**src/rtl/trn_pair_pkg.sv**
```systemverilog
package trn_pair_pkg;
  localparam int VecBits   = 128;
  localparam int NumWidths = 3;

  typedef enum logic [1:0] {
    MODE_EVEN  = 2'd0,
    MODE_ODD   = 2'd1,
    MODE_BOTH  = 2'd2,
    MODE_BOTH2 = 2'd3
  } trnMode_e;

  // strobes from control to datapath
  typedef struct packed {
    logic capA;       // load primary result register
    logic capB;       // load second result register
    logic aTakesOdd;  // primary register gets odd result
  } trnStrobe_t;
endpackage

```
**src/rtl/trn_pair_ctrl.sv**
```systemverilog
module trn_pair_ctrl
  import trn_pair_pkg::*;
(
  input  logic       clk,
  input  logic       rstN,
  input  logic       inValid,
  input  logic [1:0] mode,
  input  logic       outReady,
  output logic       inReady,
  output logic       outValid,
  output trnStrobe_t strobe
);
  logic accept;
  trnMode_e modeE;

  assign modeE   = trnMode_e'(mode);
  assign inReady = !outValid || outReady;
  assign accept  = inValid && inReady;

  always_comb begin
    strobe.capA      = accept;
    strobe.capB      = accept && (modeE == MODE_BOTH || modeE == MODE_BOTH2);
    strobe.aTakesOdd = (modeE == MODE_ODD);
  end

  always_ff @(posedge clk) begin
    if (!rstN)          outValid <= 1'b0;
    else if (accept)    outValid <= 1'b1;
    else if (outReady)  outValid <= 1'b0;
  end


  accept_sets_valid_chk: assert property (@(posedge clk) disable iff (!rstN)
    (inValid && inReady) |=> outValid);


  stall_keeps_valid_chk: assert property (@(posedge clk) disable iff (!rstN)
    (outValid && !outReady) |=> outValid);


  stall_blocks_input_chk: assert property (@(posedge clk) disable iff (!rstN)
    (outValid && !outReady) |-> !inReady);
endmodule

```
**src/rtl/trn_pair_dp.sv**
```systemverilog
module trn_pair_dp
  import trn_pair_pkg::*;
#(
  parameter int VLEN = VecBits
) (
  input  logic            clk,
  input  logic            rstN,
  input  trnStrobe_t      strobe,
  input  logic [1:0]      elemWidth,
  input  logic [VLEN-1:0] srcA,
  input  logic [VLEN-1:0] srcB,
  output logic [VLEN-1:0] resA,
  output logic [VLEN-1:0] resB
);
  logic [VLEN-1:0] evenRes [NumWidths];
  logic [VLEN-1:0] oddRes  [NumWidths];
  logic [1:0]      widthIdx;
  logic [VLEN-1:0] evenSel, oddSel;

  for (genvar g = 0; g < NumWidths; g++) begin : gWidth
    localparam int EW    = 8 << g;
    localparam int LANES = VLEN / EW;
    logic [VLEN-1:0] ev, od;
    for (genvar p = 0; p < LANES / 2; p++) begin : gPair
      assign ev[(2*p)*EW   +: EW] = srcA[(2*p)*EW   +: EW];
      assign ev[(2*p+1)*EW +: EW] = srcB[(2*p)*EW   +: EW];
      assign od[(2*p)*EW   +: EW] = srcA[(2*p+1)*EW +: EW];
      assign od[(2*p+1)*EW +: EW] = srcB[(2*p+1)*EW +: EW];
    end
    assign evenRes[g] = ev;
    assign oddRes[g]  = od;
  end

  always_comb begin
    case (elemWidth)
      2'd0:    widthIdx = 2'd0;
      2'd1:    widthIdx = 2'd1;
      default: widthIdx = 2'd2;
    endcase
    evenSel = evenRes[widthIdx];
    oddSel  = oddRes[widthIdx];
  end

  always_ff @(posedge clk) begin
    if (!rstN) begin
      resA <= '0;
      resB <= '0;
    end else begin
      if (strobe.capA) resA <= strobe.aTakesOdd ? oddSel : evenSel;
      if (strobe.capB) resB <= oddSel;
    end
  end


  single_keeps_b_chk: assert property (@(posedge clk) disable iff (!rstN)
    (strobe.capA && !strobe.capB) |=> $stable(resB));


  idle_keeps_a_chk: assert property (@(posedge clk) disable iff (!rstN)
    !strobe.capA |=> $stable(resA));
endmodule

```
**src/rtl/trn_pair_unit.sv**
```systemverilog
module trn_pair_unit
  import trn_pair_pkg::*;
(
  input  logic         clk,
  input  logic         rstN,
  input  logic         inValid,
  output logic         inReady,
  input  logic [127:0] srcA,
  input  logic [127:0] srcB,
  input  logic [1:0]   mode,
  input  logic [1:0]   elemWidth,
  output logic         outValid,
  input  logic         outReady,
  output logic [127:0] resA,
  output logic [127:0] resB
);
  trnStrobe_t strobe;

  trn_pair_ctrl uCtrl (
    .clk(clk), .rstN(rstN), .inValid(inValid), .mode(mode),
    .outReady(outReady), .inReady(inReady), .outValid(outValid),
    .strobe(strobe)
  );

  trn_pair_dp #(.VLEN(VecBits)) uDp (
    .clk(clk), .rstN(rstN), .strobe(strobe), .elemWidth(elemWidth),
    .srcA(srcA), .srcB(srcB), .resA(resA), .resB(resB)
  );


  stall_holds_bufs_chk: assert property (@(posedge clk) disable iff (!rstN)
    (outValid && !outReady) |=> ($stable(resA) && $stable(resB)));
endmodule

```
**config.mk**
```make
export PLATFORM = sky130hd
export DESIGN_NAME = trn_pair_unit
export DESIGN_NICKNAME = d
export VERILOG_FILES = /design/src/rtl/trn_pair_pkg.sv /design/src/rtl/trn_pair_ctrl.sv /design/src/rtl/trn_pair_dp.sv /design/src/rtl/trn_pair_unit.sv
export SDC_FILE = /design/constraint.sdc
export NUM_CORES = 1
export LEC_CHECK = 0
export BUFFER_PORTS_ARGS = -buffer_cell sky130_fd_sc_hd__clkbuf_2
export CORE_AREA = 2 2 205 207
export CTS_BUF_LIST = sky130_fd_sc_hd__clkbuf_4
export CTS_CLUSTER_DIAMETER = 80
export DETAILED_ROUTE_END_ITERATION = 8
export DIE_AREA = 0 0 207 209
export GPL_TIMING_DRIVEN = 0
export SLEW_MARGIN = 20
export SYNTH_ARGS = -nofsm -noshare
export SYNTH_HDL_FRONTEND = slang
export SYNTH_HIERARCHICAL = 1
export SYNTH_SLANG_ARGS = --single-unit
```
**constraint.sdc**
```tcl
create_clock -name clk -period 1.6 [get_ports clk]
set_clock_uncertainty 0.15 [all_clocks]
set_input_delay 0.08 -clock clk [delete_from_list [all_inputs] [get_ports clk]]
set_output_delay 0.08 -clock clk [all_outputs]
set_load 0.01 [all_outputs]
```
==> reports/qor.txt <==
Status = finished with violations
Failing checks = negative setup slack
Gr ovfl total = 0
Top cell family by delay on the critical path = buffers and inverters
Number of global-route vias before repair = 17700
Dpl cell area = 17300 µm²
Arrival time worst endpoint = 2.28 ns
Reg2reg path depth = 7
Std-Cell Rows = 75
Worst Hold Class = input pin to register
I/O pins = 522
Setup crit end kind = register
Initial antenna violation count = 7
Root Driver = clkbuf_4
Drt via density = 5.61
Crit path max fanout = 6
Predominant post-synthesis flop cell = dfxtp_1
Hold Violations, Final = 0
Worst IR Drop VDD = 0.000417 V
Initial cell density of the core = 33.6%
Startpoint Class = register
Layout cell share with drive strength beyond 1 = 40.4%
Post-layout util = 58.4%
Hold slack = 0.0199 ns
CP bufs+invs = 3
Data required, critical path = 2.12 ns
Sink Count = 257
Hpwl dp = 58.9 mm
Period utilisation layout = 110%
Actual slew at the worst max-slew pin = 1.12 ns
Vias = 17500
Sequential area share after synthesis = 37.1%
Post-Route WL = 82.2 mm
Final Setup Violations = 207
Critical-path top delay cell = dfxtp_4
Max-Cap Viols = 0
Avg WL per Cell = 26.4 µm
CP max stage delay = 0.35 ns
Crit path to = uDp/resB[38]
Gp weighted congestion = 0.942
Setup TNS Final = -14.58 ns
GRT Overall Usage = 35.2%
Clk buf depth = 3
Die H = 209 µm
Final Worst Setup Slack = -0.154 ns
Die W = 207 µm
Crit. Startpoint = uCtrl/outValid
Worst-path clk slew = 0.07 ns
Power density over cell area = 783 nW/µm²
First-pass GRT wire length = 114 mm
Nets in the synthesized netlist = 1748
Critical R2R Launch = uCtrl/outValid
Rel. slew slack = 25.2%
Min cycle time layout = 1.75 ns
1st-iter DRT viols = 1618
Core area = 41300 µm²
Post-layout net count = 2786
Post-synth cell types = 34
Avg Inst Size Synth = 9.35 µm²
RSZ-0062 raised after global routing = true
Clk Latency, worst-skew pair = 0.76 ns
Design area = 24100 µm²
Worst r2r dst = uDp/resB[38]
Crit-path cells = nand2b_4 -> and3_4 -> buf_12 -> buf_16 -> buf_8 -> o211ai_1 -> a21oi_1
Antenna-violating nets left = 0
Yosys warns = 6
Post-Syn Area = 13900 µm²
H-tree Lvls = 3
Async S/R FF share, synth = 0%
Achievable frequency = 570 MHz
Critical path class = register to register
Synth Instances = 1484
Number of synthesized flops with an enable pin = 0
IO buf count = 520
Area grow syn2layout = 73.7%
WP depth = 7
Total iterations of the first detailed-routing run = 5
Pre-CTS setup slack = -1.08 ns
Total CTS buffers = 74
Largest net degree at the start of global routing = 12
# DRC = 0
Max Transition Viols Final = 0
Total Die Area = 43300 µm²
CTS tree = done
FF+latch count, synth = 257
R2R setup slack = -0.15 ns
Leak = 10.2 nW
-- synth_stat cells (2+ instances only) --
master	instances	area, µm²
nand2b_1	128	801
nor2b_1	19	119
clkbuf_1	78	293
nand2_1	50	188
and2_1	2	12.5
mux2_2	159	1790
a21oi_1	64	320
o221ai_1	32	280
buf_2	39	195
o211ai_1	158	1190
a211oi_1	32	240
inv_1	3	11.3
buf_1	10	37.5
mux2i_1	129	1290
nor2_1	65	244
buf_6	4	45.0
buf_4	19	143
dfxtp_1	257	5140
a31oi_1	48	300
nand3b_1	95	713
o21ai_0	80	400
-- worst min path at each step --
stage                       startpoint             end  slack (ns)  depth (start not counted)
after global routing           srcB[6]    uDp/resA[22]        0.03                          4
final                     elemWidth[1]   uDp/resA[119]        0.02                          5
after detailed placement       inValid  uCtrl/outValid        0.16                          3
after global placement         inValid  uCtrl/outValid        0.16                          3
after floorplan                inValid  uCtrl/outValid        0.05                          2
after CTS                 elemWidth[1]   uDp/resA[118]       0.006                          6
-- cell families after synthesis --
family | count (synthesis) | share of synthesized area (%)
AOI/OAI and AO/OA | 417 | 19.9
and+or+nand+nor | 365 | 15.4
muxes | 288 | 22.2
DFF | 257 | 37.1
buffers and inverters | 157 | 5.45
-- where the power goes --
group	switching, mW	internal, mW
Clock	3.07	3.01
Sequential	0.307	6.87
Combinational	2.89	2.74
Total	6.27	12.6
-- cells in the final DEF (no fill, tap or decap), drive strengths merged --
cell type,instances
o211ai,158
a21oi,64
and2,2
nor4bb,1
diode,7
nor2,66
o21ai,80
dlygate4sd3,400
clkbuf,691
nand2,52
clkinv,19
o221ai,32
buf,128
nand2b,129
inv,6
mux2i,129
nand3b,95
mux2,159
and3b,1
nor2b,19
dfxtp,257
a21boi,1
a311o,1
and3,1
a211oi,33
a31oi,48
-- registers in the layout (all words and copies together) (netlist names) --
signal,cells
uCtrl/outValid,1
uDp/resB,128
uDp/resA,128
-- metal layers --
metal | global-route usage, % | vias to the layer above | share of wire [%]
li1 | - | 7673 | -
met4 | 15.5 | 0 | 4.4
met2 | 58.1 | 1114 | 47
met5 | 0 | - | 0
met1 | 44.0 | 8486 | 40
met3 | 7.81 | 228 | 8.8
-- metrics by stage --
stage	power, mW	cells
floorplan	9.26	1484
global placement	11.2	2543
detailed placement	11.2	2543
CTS	18.3	3083
global route	19.6	3118
finish	18.9	3118
-- layout make-up --
class                   count  area [µm²]
inverters                   4        15.0
diodes                      7        17.5
multi-input cells        1071        8490
clock inverters            21        81.3
repair buffers            965        7470
flip-flops and latches    257        5160
well taps                 539         674
fillers                  3622       17200
plain buffers             149        1410
clock buffers             105         788
-- worst min-delay path, delay by kind of cell --
| family | cells | cell delay (ns) |
|---|---|---|
| compound gates | 2 | 0.22 |
| buf+inv | 2 | 0.37 |
| simple gates | 1 | 0.21 |
-- timing repair --
action,CTS,global route
resized for setup,138,204
pin swaps,10,36
endpoints found under the setup margin,253,246
hold buffers,400,0
setup buffers,7,10
cloned,8,21
hold endpoints to repair,257,0
Power figures use the tool's default switching activity.
